`config.mk`:
```
export PLATFORM = sky130hd
export DESIGN_NAME = bdl_target
export DESIGN_NICKNAME = d
export VERILOG_FILES = /design/src/rtl/bdl_pkg.sv /design/src/rtl/bdl_tick_sel.sv /design/src/rtl/bdl_pin_sync.sv /design/src/rtl/bdl_shifter.sv /design/src/rtl/bdl_target.sv
export SDC_FILE = /design/constraint.sdc
export NUM_CORES = 1
export LEC_CHECK = 0
export ABC_AREA = 1
export BUFFER_PORTS_ARGS = -buffer_cell sky130_fd_sc_hd__buf_2
export CORE_ASPECT_RATIO = 0.6
export CORE_MARGIN = 2
export CORE_UTILIZATION = 30
export CTS_CLUSTER_SIZE = 12
export DETAILED_ROUTE_END_ITERATION = 10
export MAX_ROUTING_LAYER = met4
export PLACE_DENSITY = 0.55
export SLEW_MARGIN = 20
export SYNTH_ARGS = -nofsm -noshare
export SYNTH_HDL_FRONTEND = slang
export SYNTH_SLANG_ARGS = --single-unit
export TNS_END_PERCENT = 50
```
`constraint.sdc`:
```
create_clock -name clk -period 3.9 [get_ports clk]
set_input_delay 0.78 -clock clk [delete_from_list [all_inputs] [get_ports clk]]
set_output_delay 0.78 -clock clk [all_outputs]
set_load 0.01 [all_outputs]
```
`src/rtl/bdl_pkg.sv`:
```
package bdl_pkg;

    typedef enum logic [2:0] {
        PH_IDLE,
        PH_BIT,
        PH_SYNC_HI,
        PH_SYNC_DLY,
        PH_SYNC_LO,
        PH_SYNC_SPD
    } phase_e;

    function automatic int unsigned max4(input int unsigned a, input int unsigned b,
                                         input int unsigned c, input int unsigned d);
        int unsigned m;
        m = a;
        if (b > m) m = b;
        if (c > m) m = c;
        if (d > m) m = d;
        return m;
    endfunction

endpackage

```
`src/rtl/bdl_tick_sel.sv`:
```
module bdl_tick_sel #(
    parameter int SYNC_W = 2
) (
    input  logic clk,
    input  logic rst_n,
    input  logic clk_sw,
    input  logic alt_clk,
    output logic link_tick
);

    typedef struct packed {
        logic [SYNC_W-1:0] alt_sync;
        logic              alt_prev;
        logic              sel;
    } tick_t;

    tick_t d, q;

    always_comb begin
        d          = q;
        d.alt_sync = {q.alt_sync[SYNC_W-2:0], alt_clk};
        d.alt_prev = q.alt_sync[SYNC_W-1];
        d.sel      = clk_sw;
    end

    assign link_tick = q.sel ? (q.alt_sync[SYNC_W-1] & ~q.alt_prev) : 1'b1;

    always_ff @(posedge clk or negedge rst_n) begin
        if (!rst_n) q <= '0;
        else        q <= d;
    end

endmodule

```
`src/rtl/bdl_pin_sync.sv`:
```
module bdl_pin_sync #(
    parameter int STAGES   = 2,
    parameter int MASK_CYC = 3
) (
    input  logic clk,
    input  logic rst_n,
    input  logic pin_in,
    input  logic drive_on,
    output logic pin_lvl,
    output logic host_fall
);

    localparam int MW = $clog2(MASK_CYC + 1);

    typedef struct packed {
        logic [STAGES-1:0] sync;
        logic              prev;
        logic [MW-1:0]     mask;
    } psync_t;

    psync_t d, q;

    assign pin_lvl = q.sync[STAGES-1];

    always_comb begin
        d      = q;
        d.sync = {q.sync[STAGES-2:0], pin_in};
        d.prev = pin_lvl;
        if (drive_on)
            d.mask = MW'(MASK_CYC);
        else if (q.mask != '0)
            d.mask = q.mask - 1'b1;
    end

    // a falling edge counts only while the target's own drive is masked out
    assign host_fall = q.prev & ~pin_lvl & (q.mask == '0) & ~drive_on;

    always_ff @(posedge clk or negedge rst_n) begin
        if (!rst_n) begin
            q.sync <= '1;
            q.prev <= 1'b1;
            q.mask <= '0;
        end else begin
            q <= d;
        end
    end

endmodule

```
`src/rtl/bdl_shifter.sv`:
```
module bdl_shifter #(
    parameter int W = 8
) (
    input  logic         clk,
    input  logic         rst_n,
    input  logic         load,
    input  logic [W-1:0] load_word,
    input  logic         shift_en,
    input  logic         shift_bit,
    input  logic         clear,
    output logic         msb,
    output logic         at_start,
    output logic         byte_done,
    output logic [W-1:0] next_word
);

    localparam int CNT_W = (W > 1) ? $clog2(W) : 1;

    typedef struct packed {
        logic [W-1:0]     word;
        logic [CNT_W-1:0] cnt;
    } shf_t;

    shf_t d, q;

    assign msb       = q.word[W-1];
    assign at_start  = (q.cnt == '0);
    assign next_word = {q.word[W-2:0], shift_bit};
    assign byte_done = shift_en && (q.cnt == CNT_W'(W - 1));

    always_comb begin
        d = q;
        if (clear) begin
            d.cnt = '0;
        end else if (load) begin
            d.word = load_word;
            d.cnt  = '0;
        end else if (shift_en) begin
            d.word = next_word;
            d.cnt  = byte_done ? '0 : q.cnt + 1'b1;
        end
    end

    always_ff @(posedge clk or negedge rst_n) begin
        if (!rst_n) q <= '0;
        else        q <= d;
    end

endmodule

```
`src/rtl/bdl_target.sv`:
```
module bdl_target
    import bdl_pkg::*;
#(
    parameter int W           = 8,
    parameter int SAMPLE_AT   = 10,
    parameter int DRIVE_END   = 13,
    parameter int SYNC_DETECT = 128,
    parameter int SYNC_DELAY  = 16,
    parameter int SYNC_LOW    = 128
) (
    input  logic         clk,
    input  logic         rst_n,
    input  logic         clk_sw,
    input  logic         alt_clk,
    input  logic         pin_in,
    output logic         pin_oe,
    output logic         pin_do,
    output logic [W-1:0] rx_data,
    output logic         rx_valid,
    input  logic [W-1:0] tx_data,
    input  logic         tx_valid,
    output logic         tx_ready
);

    localparam int unsigned LIMIT = max4(SYNC_DETECT, SYNC_LOW, SYNC_DELAY, DRIVE_END + 1);
    localparam int          CW    = $clog2(LIMIT + 2);

    typedef struct packed {
        phase_e        phase;
        logic [CW-1:0] cnt;
        logic          tx_mode;
        logic          bit_val;
        logic [W-1:0]  rx_word;
        logic          rx_pulse;
    } ctl_t;

    ctl_t d, q;

    logic         link_tick;
    logic         pin_lvl, host_fall;
    logic         sh_load, sh_shift, sh_bit, sh_clear;
    logic         sh_msb, sh_start, sh_done;
    logic [W-1:0] sh_next;
    logic [CW-1:0] cnt_inc;
    logic         tx_low, tx_spd;

    bdl_tick_sel #(.SYNC_W(2)) u_tick (
        .clk       (clk),
        .rst_n     (rst_n),
        .clk_sw    (clk_sw),
        .alt_clk   (alt_clk),
        .link_tick (link_tick)
    );

    bdl_pin_sync #(.STAGES(2), .MASK_CYC(3)) u_pin (
        .clk       (clk),
        .rst_n     (rst_n),
        .pin_in    (pin_in),
        .drive_on  (pin_oe),
        .pin_lvl   (pin_lvl),
        .host_fall (host_fall)
    );

    bdl_shifter #(.W(W)) u_shf (
        .clk       (clk),
        .rst_n     (rst_n),
        .load      (sh_load),
        .load_word (tx_data),
        .shift_en  (sh_shift),
        .shift_bit (sh_bit),
        .clear     (sh_clear),
        .msb       (sh_msb),
        .at_start  (sh_start),
        .byte_done (sh_done),
        .next_word (sh_next)
    );

    assign cnt_inc  = (&q.cnt) ? q.cnt : q.cnt + 1'b1;
    assign tx_ready = (q.phase == PH_IDLE) && !q.tx_mode && sh_start && !host_fall;
    assign sh_load  = tx_valid && tx_ready;

    always_comb begin
        d          = q;
        d.rx_pulse = 1'b0;
        sh_shift   = 1'b0;
        sh_bit     = 1'b0;
        sh_clear   = 1'b0;
        unique case (q.phase)
            PH_IDLE: begin
                if (sh_load) d.tx_mode = 1'b1;
                if (host_fall) begin
                    d.phase   = PH_BIT;
                    d.cnt     = '0;
                    d.bit_val = q.tx_mode ? sh_msb : 1'b1;
                end
            end
            PH_BIT: begin
                if (link_tick) d.cnt = cnt_inc;
                if (!q.tx_mode) begin
                    if (link_tick && q.cnt == CW'(SAMPLE_AT))
                        d.bit_val = pin_lvl;
                    if (link_tick && q.cnt == CW'(SYNC_DETECT - 1) && !pin_lvl) begin
                        d.phase  = PH_SYNC_HI;
                        d.cnt    = '0;
                        sh_clear = 1'b1;
                    end else if (q.cnt > CW'(SAMPLE_AT) && pin_lvl) begin
                        sh_shift = 1'b1;
                        sh_bit   = q.bit_val;
                        d.phase  = PH_IDLE;
                        if (sh_done) begin
                            d.rx_word  = sh_next;
                            d.rx_pulse = 1'b1;
                        end
                    end
                end else begin
                    if (q.cnt > CW'(DRIVE_END) && pin_lvl) begin
                        sh_shift = 1'b1;
                        d.phase  = PH_IDLE;
                        if (sh_done) d.tx_mode = 1'b0;
                    end
                end
            end
            PH_SYNC_HI: begin
                if (pin_lvl) begin
                    d.phase = PH_SYNC_DLY;
                    d.cnt   = '0;
                end
            end
            PH_SYNC_DLY: begin
                if (link_tick) begin
                    if (q.cnt == CW'(SYNC_DELAY - 1)) begin
                        d.phase = PH_SYNC_LO;
                        d.cnt   = '0;
                    end else begin
                        d.cnt = cnt_inc;
                    end
                end
            end
            PH_SYNC_LO: begin
                if (link_tick) begin
                    if (q.cnt == CW'(SYNC_LOW - 1)) begin
                        d.phase = PH_SYNC_SPD;
                        d.cnt   = '0;
                    end else begin
                        d.cnt = cnt_inc;
                    end
                end
            end
            PH_SYNC_SPD: begin
                if (link_tick) d.phase = PH_IDLE;
            end
            default: d.phase = PH_IDLE;
        endcase
    end

    always_comb begin
        tx_low = (q.phase == PH_BIT) && q.tx_mode && !q.bit_val && (q.cnt < CW'(DRIVE_END));
        tx_spd = (q.phase == PH_BIT) && q.tx_mode && !q.bit_val && (q.cnt == CW'(DRIVE_END));
        pin_oe = tx_low || tx_spd || (q.phase == PH_SYNC_LO) || (q.phase == PH_SYNC_SPD);
        pin_do = tx_spd || (q.phase == PH_SYNC_SPD);
    end

    assign rx_data  = q.rx_word;
    assign rx_valid = q.rx_pulse;

    always_ff @(posedge clk or negedge rst_n) begin
        if (!rst_n) begin
            q.phase    <= PH_IDLE;
            q.cnt      <= '0;
            q.tx_mode  <= 1'b0;
            q.bit_val  <= 1'b1;
            q.rx_word  <= '0;
            q.rx_pulse <= 1'b0;
        end else begin
            q <= d;
        end
    end

endmodule

```
==> flow_summary.toml, run 1 <==
[run_status]
outcome = "complete, no violations"

[worst_setup_path]
worstSetupStartpoint = "q[11]$_DFFE_PN0P_"
r2r_slack_ns = 1.81
required_ns = 3.12
crit_cells = 9
path_delay_family = "simple AND/OR/NAND/NOR gates"
cp_data_arrival_time_ns = 1.98
path_buf_inv = 3
r2r_start = "q[11]$_DFFE_PN0P_"
worst-r2r-cell-count = 11
slowest_stage = "dfrtp_1"
critPathKind = "flip-flop to primary output"
slowest_delay_ns = 0.46
cp_max_fo = 7
worstSetupEndpoint = "pin_oe"
critPathCaptureType = "primary output"
cp-start-kind = "flip-flop"
reg2reg_to = "q[13]$_DFFE_PN0P_"
path_cells = "inv_1 > ha_1 > nor2_1 > a21oi_2 > nand2_1 > nand2_1 > nor2_1 > inv_1 > buf_2"

[floorplanning]
io_pins = 26
die_x_um = 125.5
core_area_sq_um = 8556
die-area_sq_um = 9643
num_rows = 26
die_h_um = 76.87
initial_core_util_pct = 31.03

[clock_tree]
clkTransAtPathRegs_ns = 0.05
htreeDepth = 2
clock_latency_ns = 0.29
postCtsHoldBufs = 0
cts_tree = "yes"
cts_resized = 0
clock_sinks = 42
clockBufferDepth = 2
cts_made_buffers = 5
post-cts-setup-buffer-count = 0
clockRootBuffer = "clkbuf_16"

[timing]
period_share_pct = 70.74
tightest_slew_ns = 0.9204
drv_slew = 0
finalCriticalPeriod_ns = 2.759
tns_ns = 0
maxSlewHeadroom_pct = 38.51
setup_viol = 0
hold_viol = 0
fmax_mhz = 362.5
rsz0062_at_grt = "no"
skew_ns = 0.007020

[yosys]
synth_cells = 366
syn_area_per_cell_sq_um = 7.254
ys_ff_latch = 42
synth_top_cell_area_share_pct = 35.82
synth_nets = 388
ys_warn_count = 0
synth_top_area_cell = "dfrtp_1"
yosysUniqueCellTypes = 31
yosys-top-cells-area = "dfrtp_1 36%, nand2_1 17%, inv_1 6.6%"
ys_seq_area_share_pct = 39.77
netlist_area_sq_um = 2655

[finish]
mostFrequentLayoutCells = "120 x nand2_1, 47 x inv_1, 38 x dfrtp_1"
fill_cells = 883
antennaDiodeCount = 0
drive_gt1_share_pct = 15.06
nets = 406
multi_input_area_sq_um = 1290
final_common_cell = "nand2_1"
seq_area_sq_um = 1056
post-route-util_pct = 34.56
area_growth_pct = 11.36

[detailed_routing]
first_pass_iters = 5
first_iter_violations = 200
vias_per_cell = 4.662
route.vias.total = 2317
wl_per_cell_um = 12.49
wl_mm = 6.206
drc = 0
ant_nets = 0

[job]
max-cap-violations = 0

[grt]
grt_max_degree = 43
grt_pass1_vias = 2064
grt_usage_pct = 14.00
antenna_found_initial = 0
grt_pass1_wl_mm = 10.38
globalRouteOverflowTotal = 0

[power]
ir_worst_vdd_mv = 0.1886
power_per_cell_area_nw_per_um2 = 604.5
p_leak_nw = 1.591

[place]
place_congestion = 1.001
io_buffers = 25
hpwl_mm = 4.656

[hold_path]
hold_class = "flip-flop to flip-flop"
-- layer usage --
| layer | global-route usage [%] | vias to the layer above | share of wire, % |
|---|---|---|---|
| met5 | - | - | 0 |
| met4 | 5.111 | 0 | 1.5 |
| met3 | 3.210 | 8 | 6.0 |
| met2 | 17.57 | 79 | 36 |
| met1 | 21.33 | 1037 | 56 |
| li1 | - | 1193 | - |
-- per-stage QoR --
stage,worst slack [ns],hold slack [ns],total power [mW],instance area (sq um),cells
2_1_floorplan,1.775,0.3312,1.210,2655,366
3_3_place_gp,1.480,0.3329,1.371,2818,489
3_5_place_dp,1.453,0.3364,1.384,2818,489
4_1_cts,1.146,0.3490,1.796,2954,497
5_1_grt,0.9428,0.3572,1.960,2957,497
6_report,1.141,0.3505,1.787,2957,497
-- area by class of cell --
| class | count | share of cell area [%] |
|---|---|---|
| clock buffers | 8 | 4.613 |
| inverters | 55 | 6.983 |
| multi-input cells | 255 | 43.63 |
| flip-flops and latches | 42 | 35.72 |
| well taps | 112 | 4.740 |
| repair buffers | 25 | 4.317 |
-- cell families after synthesis --
| logic type | synth area share [%] |
|---|---|
| compound gates | 6.928 |
| xor+xnor | 0.9898 |
| fa+ha+maj | 3.770 |
| buf+inv | 11.64 |
| flops | 39.77 |
| simple gates | 36.90 |
-- worst min-delay path by stage --
stage / startpoint / endpoint / slack, ns / depth (start not counted)
3_5_place_dp: u_tick.d[3]$_DFF_PN0_ / u_tick.d[1]$_DFF_PN0_ / 0.34 / 0
4_1_cts: u_tick.d[3]$_DFF_PN0_ / u_tick.d[1]$_DFF_PN0_ / 0.35 / 0
3_3_place_gp: u_tick.d[3]$_DFF_PN0_ / u_tick.d[1]$_DFF_PN0_ / 0.33 / 0
5_1_grt: u_tick.d[3]$_DFF_PN0_ / u_tick.d[1]$_DFF_PN0_ / 0.36 / 0
6_report: u_tick.d[3]$_DFF_PN0_ / u_tick.d[1]$_DFF_PN0_ / 0.35 / 0
2_1_floorplan: u_tick.d[3]$_DFF_PN0_ / u_tick.d[1]$_DFF_PN0_ / 0.33 / 0
-- report_power, final --
group	switching, mW	total [mW]	internal [mW]
registers	0.116	0.662	0.546
logic	0.488	0.724	0.236
clock network	0.163	0.401	0.238
total	0.767	1.79	1.02
-- worst register-to-register path: stages, from the launching register on --
cell,delay [ns]
dfrtp_1,0.46
inv_1,0.14
ha_1,0.21
nor2_1,0.13
a21oi_2,0.09
nand2_1,0.13
nand3_4,0.16
nand2_1,0.15
nand3_2,0.22
inv_2,0.21
nand2_1,0.07
nand2_1,0.06
-- synthesized netlist by cell type (all sizes together) --
cell / n
nand2: 128
inv: 55
dfrtp: 38
nand3: 37
o21ai: 27
nor2: 25
nand4: 18
buf: 13
ha: 8
dfstp: 4
a21oi: 3
xor2: 2
a21boi: 1
and3: 1
clkbuf: 1
nor4: 1
o211ai: 1
o21bai: 1
o31ai: 1
xnor2: 1
-- flip-flops by register name, indices dropped and copies added (netlist names) --
register	count
rx_valid	1
q	13
u_shf.msb	1
u_pin.d	1
u_pin.pin_lvl	1
u_tick.q	2
rx_data	8
u_pin.q	3
u_tick.d	2
u_shf.next_word	7
u_shf.q	3
No activity file was read; power rests on OpenSTA's default activity.
==> run 2, diff against run 1 <==
--- a/config.mk
+++ b/config.mk
@@ -5,7 +5,7 @@
 export SDC_FILE = /design/constraint.sdc
 export NUM_CORES = 1
 export LEC_CHECK = 0
-export ABC_AREA = 1
+export ABC_AREA = 0
 export BUFFER_PORTS_ARGS = -buffer_cell sky130_fd_sc_hd__buf_2
 export CORE_ASPECT_RATIO = 0.6
 export CORE_MARGIN = 2
==> constraint.sdc (replaced) <==
create_clock -name clk -period 2.8 [get_ports clk]
set_input_delay 0.56 -clock clk [delete_from_list [all_inputs] [get_ports clk]]
set_output_delay 0.56 -clock clk [all_outputs]
set_load 0.01 [all_outputs]
==> flow_summary.toml, run 2 <==
[clock_tree]
clockRootBuffer = "clkbuf_16"
postCtsHoldBufs = 0
clock_latency_ns = 0.28
cts_made_buffers = 5
htreeDepth = 2
clockBufferDepth = 2
clkTransAtPathRegs_ns = 0.06
clock_sinks = 42
cts_tree = "yes"

[power]
p_switching_mw = 0.6208
p_sw_share_pct = 33.64
p_seq_share_pct = 38.8
pwr-share-clk_pct = 31.3
p_comb_share_pct = 30.0
ir_worst_vdd_mv = 0.2178
intPower_mw = 1.225
p_leak_nw = 1.393
power_per_cell_area_nw_per_um2 = 635.8

[grt]
globalRouteOverflowTotal = 0
grt_max_degree = 43
antenna_found_initial = 0
grt_pass1_vias = 1898
grt_usage_pct = 15.62
grt_pass1_wl_mm = 10.48

[yosys]
syn_area_per_cell_sq_um = 10.34
synth_top_cell_area_share_pct = 37.53
synth_nets = 267
ys_seq_area_share_pct = 41.68
synth_cells = 245
synthFlopType = "dfrtp_1"
async_reset_ff_share_pct = 100.0
yosysUniqueCellTypes = 69
synth_edf_count = 0
ys_warn_count = 0
synth.most_common_cell = "dfrtp_1"
netlist_area_sq_um = 2534
synthTopCellsByCount = "38 x dfrtp_1, 16 x inv_1, 12 x and3_1, 11 x mux2_2, 11 x nand3_1"
yosys-top-cells-area = "dfrtp_1 38%, mux2_2 4.9%, dfstp_2 4.1%"
synth_top_area_cell = "dfrtp_1"
ys_ff_latch = 42

[finish]
nets = 287
mostFrequentLayoutCells = "37 x dfrtp_1, 25 x buf_2, 16 x inv_1"
antennaDiodeCount = 0
drive_gt1_share_pct = 28.20
fill_cells = 802
max_flop_register = "q"
fin_area_sq_um = 2903
largest_register_ffs = 13
final_common_cell = "dfrtp_1"
multi_input_area_sq_um = 1297
seq_area_sq_um = 1057
area_growth_pct = 14.57

[place]
hpwl_mm = 4.752
place_area_sq_um = 2706
pre_cts_ws_ns = 0.3751
io_buffers = 25
place_congestion = 0.9408

[timing]
skew_ns = 0.005236
setup_ws_ns = 0.1738
setup_viol = 0
fmax_mhz = 380.8
period_share_pct = 93.79
drv_slew = 0
tightest_slew_ns = 0.7551
hold_viol = 0
rsz0062_at_grt = "no"
maxSlewHeadroom_pct = 49.39
finalCriticalPeriod_ns = 2.626
tns_ns = 0

[floorplanning]
num_rows = 25
die_x_um = 122.6
core_area_sq_um = 8039
io_pins = 26
die_h_um = 75.19
initial_core_util_pct = 31.52
die-area_sq_um = 9221

[worst_setup_path]
cp_data_arrival_time_ns = 2.07
critPathCaptureType = "primary output"
path_delay_family = "simple AND/OR/NAND/NOR gates"
required_ns = 2.24
path_cells = "or4_4 > nor2_1 > a31oi_1 > or2_2 > inv_1 > buf_2"
worst-r2r-cell-count = 6
cp_max_fo = 6
cp-start-kind = "flip-flop"
reg2reg_to = "q[21]$_DFFE_PN0P_"
path_buf_inv = 2
r2r_start = "q[18]$_DFFE_PN0P_"
r2r_slack_ns = 0.37
slowest_delay_ns = 0.59
slowest_stage = "or4_4"
critPathKind = "flip-flop to primary output"

[detailed_routing]
wl_per_cell_um = 17.31
vias_per_cell = 5.529
first_pass_iters = 4
first_iter_violations = 232
route.vias.total = 2068
drc = 0
wl_mm = 6.475
ant_nets = 0

[hold_path]
hold_class = "primary input to asynchronous set/reset pin"

[run_status]
outcome = "complete, no violations"

[job]
max-cap-violations = 0
[run 2: changes by cell type after synthesis, moves of 10 or more]
cell,previous run,this run
inv_1,47,16
nand3_1,32,11
o21ai_0,18,8
nand4_1,18,1
mux2_2,0,11
nor2_1,24,7
and3_1,1,12
nand2_1,120,8
[run 2: worst max path at each step]
stage | startpoint | end | slack, ns | cells past startpoint
global route | q[18]$_DFFE_PN0P_ | pin_oe | 0.03 | 6
detailed placement | q[18]$_DFFE_PN0P_ | pin_oe | 0.38 | 6
global placement | q[18]$_DFFE_PN0P_ | pin_oe | 0.41 | 6
CTS | q[18]$_DFFE_PN0P_ | pin_oe | 0.06 | 6
finish | q[18]$_DFFE_PN0P_ | pin_oe | 0.17 | 6
floorplan | q[18]$_DFFE_PN0P_ | pin_oe | 0.60 | 6
[run 2: metrics by stage]
stage | util [%] | total power, mW | cells | hold WS (ns)
after floorplan | - | 1.101 | 245 | 0.2644
after global placement | 33.67 | 1.251 | 362 | 0.3324
after detailed placement | 33.67 | 1.258 | 362 | 0.3362
after CTS | 35.50 | 1.850 | 370 | 0.3506
after global routing | 36.11 | 1.974 | 374 | 0.1615
final | 36.11 | 1.845 | 374 | 0.1374
[run 2: metal layers]
layer | global-route usage, % | wire length (um) | vias to the layer above
li1 | - | - | 972
met1 | 24.60 | 3364 | 999
met2 | 17.53 | 2396 | 92
met3 | 5.152 | 644 | 5
met4 | 4.725 | 70 | 0
met5 | - | 0 | -
[run 2: power by group through the flow]
stage | Sequential [mW] | Combinational, mW | Clock [mW]
2_1_floorplan | 0.694 | 0.407 | 0
3_3_place_gp | 0.724 | 0.527 | 0
3_5_place_dp | 0.727 | 0.531 | 0
4_1_cts | 0.717 | 0.534 | 0.599
5_1_grt | 0.728 | 0.619 | 0.627
6_report | 0.716 | 0.553 | 0.577
[run 2: worst register-to-register path: cells and delay by family (launching register included)]
kind                   cells  cell delay [ns]
AND/OR/NAND/NOR            2             0.74
buffers and inverters      1             0.16
flip-flops                 1             0.45
AO/OA/AOI/OAI              3             0.92
[run 2: logic make-up (layout without fill, tap and decap cells)]
| group | Yosys count | after routing | share of synthesized area, % |
|---|---|---|---|
| AOI/OAI and AO/OA | 65 | 65 | 21.24 |
| xor gates and xnor gates | 1 | 1 | 0.3457 |
| DFF | 42 | 42 | 41.68 |
| muxes | 11 | 11 | 4.889 |
| buffers and inverters | 37 | 58 | 7.309 |
| adders and majority gates | 8 | 8 | 3.951 |
| and+or+nand+nor | 81 | 81 | 20.59 |
[run 2: layout make-up]
class / count / area share, %
Clock buffer: 7 / 4.914
Multi-Input combinational cell: 166 / 44.70
Clock inverter: 1 / 0.1724
Sequential cell: 42 / 36.42
Inverter: 16 / 2.069
Timing Repair Buffer: 34 / 7.069
Tap cell: 108 / 4.655
[run 2: timing repair]
| item | CTS | global route |
|---|---|---|
| setup buffers | 0 | 3 |
| endpoints found under the setup margin | 0 | 1 |
| gates resized for setup | 0 | 1 |
==> run 3, diff against run 2 <==
--- a/config.mk
+++ b/config.mk
@@ -9,11 +9,11 @@
 export BUFFER_PORTS_ARGS = -buffer_cell sky130_fd_sc_hd__buf_2
 export CORE_ASPECT_RATIO = 0.6
 export CORE_MARGIN = 2
-export CORE_UTILIZATION = 30
+export CORE_UTILIZATION = 51
 export CTS_CLUSTER_SIZE = 12
 export DETAILED_ROUTE_END_ITERATION = 10
 export MAX_ROUTING_LAYER = met4
-export PLACE_DENSITY = 0.55
+export PLACE_DENSITY = 0.8
 export SLEW_MARGIN = 20
 export SYNTH_ARGS = -nofsm -noshare
 export SYNTH_HDL_FRONTEND = slang
==> flow_summary.toml, run 3 (same netlist as run 2, synthesis figures left out) <==
[clock_tree]
cts_resized = 0
postCtsHoldBufs = 0
clkTransAtPathRegs_ns = 0.08
clockRootBuffer = "clkbuf_8"
post-cts-setup-buffer-count = 0
clock_latency_ns = 0.30
cts_tree = "yes"
cts_made_buffers = 5
htreeDepth = 2
clockBufferDepth = 2
clock_sinks = 42

[worst_setup_path]
slowest_delay_ns = 0.58
required_ns = 2.24
cp-start-kind = "flip-flop"
cp_max_fo = 6
critPathCaptureType = "primary output"
slowest_stage = "or4_4"
path_buf_inv = 2
path_cells = "or4_4 > nor2_1 > a31oi_1 > or2_2 > inv_1 > buf_2"
path_delay_family = "simple AND/OR/NAND/NOR gates"
critPathKind = "flip-flop to primary output"
cp_data_arrival_time_ns = 2.07

[job]
max-cap-violations = 0

[floorplanning]
die-area_sq_um = 5566
die_x_um = 95.00
initial_core_util_pct = 54.10
io_pins = 26
core_area_sq_um = 4683
num_rows = 19
die_h_um = 58.60

[grt]
grt_pass1_vias = 1886
antenna_found_initial = 0
grt_max_degree = 43
grt_usage_pct = 24.98
grt_pass1_wl_mm = 10.07
globalRouteOverflowTotal = 0

[place]
hpwl_mm = 4.634
io_buffers = 25
place_congestion = 0.9635

[power]
p_sw_share_pct = 35.50
p_comb_share_pct = 32.2
pwr-share-clk_pct = 27.5
ir_worst_vdd_mv = 0.3040
power_per_cell_area_nw_per_um2 = 634.4
p_seq_share_pct = 40.3
intPower_mw = 1.133
p_leak_nw = 1.350
p_switching_mw = 0.6233

[detailed_routing]
ant_nets = 0
wl_per_cell_um = 19.31
first_iter_violations = 223
vias_per_cell = 6.580
wl_mm = 6.295
drc = 0
route.vias.total = 2145
first_pass_iters = 4

[finish]
drive_gt1_share_pct = 26.62
area_growth_pct = 9.234
nets = 284
max_flop_register = "q"
largest_register_ffs = 13
fill_cells = 371
antennaDiodeCount = 0
final_common_cell = "dfrtp_1"
post-route-util_pct = 59.10
mostFrequentLayoutCells = "38 x dfrtp_1, 25 x buf_2, 16 x inv_1"

[timing]
skew_ns = 0.005473
period_share_pct = 93.88
tightest_slew_ns = 0.9151
finalCriticalPeriod_ns = 2.629
rsz0062_at_grt = "no"
drv_slew = 0
hold_viol = 0
maxSlewHeadroom_pct = 38.53
setup_viol = 0
tns_ns = 0
fmax_mhz = 380.4

[run_status]
outcome = "complete, no violations"

[hold_path]
hold_class = "flip-flop to flip-flop"
-- run 3: power by group through the flow --
| stage | clock (mW) | combinational (mW) | sequential (mW) |
|---|---|---|---|
| after floorplan | 0 | 0.407 | 0.694 |
| after global placement | 0 | 0.530 | 0.712 |
| after detailed placement | 0 | 0.545 | 0.719 |
| after CTS | 0.489 | 0.549 | 0.707 |
| after global routing | 0.515 | 0.617 | 0.716 |
| final | 0.483 | 0.565 | 0.708 |
-- run 3: routing by layer --
layer  wire length (um)  global-route usage, %  vias to the layer above  part of all wire [%]
li1                   -                      -                      969                     -
met1               3109                  39.90                     1047                    49
met2               2425                  29.28                      123                    39
met3                715                  8.451                        6                    11
met4                 44                  5.590                        0                  0.70
met5                  0                      -                        -                     0
-- run 3: path summary, 6_finish.rpt --
path / slack, ns / start / endpoint / cells past startpoint
max in group asynchronous: 1.84 / rst_n / q[14]$_DFFE_PN0P_ / 1
worst min-delay path: 0.35 / u_tick.d[3]$_DFF_PN0_ / u_tick.d[1]$_DFF_PN0_ / 0
worst max-delay path: 0.17 / q[17]$_DFFE_PN0P_ / pin_oe / 6
worst max register to register: 0.38 / q[12]$_DFFE_PN0P_ / q[20]$_DFFE_PN0P_ / 6
worst min register to register: 0.35 / u_tick.d[3]$_DFF_PN0_ / u_tick.d[1]$_DFF_PN0_ / 0
min in group asynchronous: 0.37 / rst_n / q[12]$_DFFE_PN0P_ / 1
-- run 3: per-stage QoR --
stage / cell area [sq um] / power, mW / instances / setup WS, ns / hold slack [ns]
after floorplan: 2534 / 1.101 / 245 / 0.5955 / 0.2644
after global placement: 2658 / 1.243 / 318 / 0.4283 / 0.3351
after detailed placement: 2658 / 1.263 / 318 / 0.4458 / 0.3347
after CTS: 2768 / 1.745 / 326 / 0.1826 / 0.3494
after global routing: 2768 / 1.848 / 326 / 0.03349 / 0.3410
final: 2768 / 1.756 / 326 / 0.1714 / 0.3524
-- run 3: final cells by class --
type,count,area (sq um),share of cell area (%)
flip-flops and latches,42,1056,38.16
multi-input cells,166,1292,46.70
well taps,63,78.83,2.848
repair buffers,31,170.2,6.148
inverters,16,60.06,2.170
clock inverters,2,37.54,1.356
clock buffers,6,72.57,2.622
-- run 3: worst register-to-register path, stage by stage, from the launching register on --
cell and delay [ns]:
dfrtp_1 0.43, ha_1 0.30, nand4_2 0.19, o311a_1 0.43
or2_4 0.30, a2111oi_0 0.53, o21ai_1 0.11
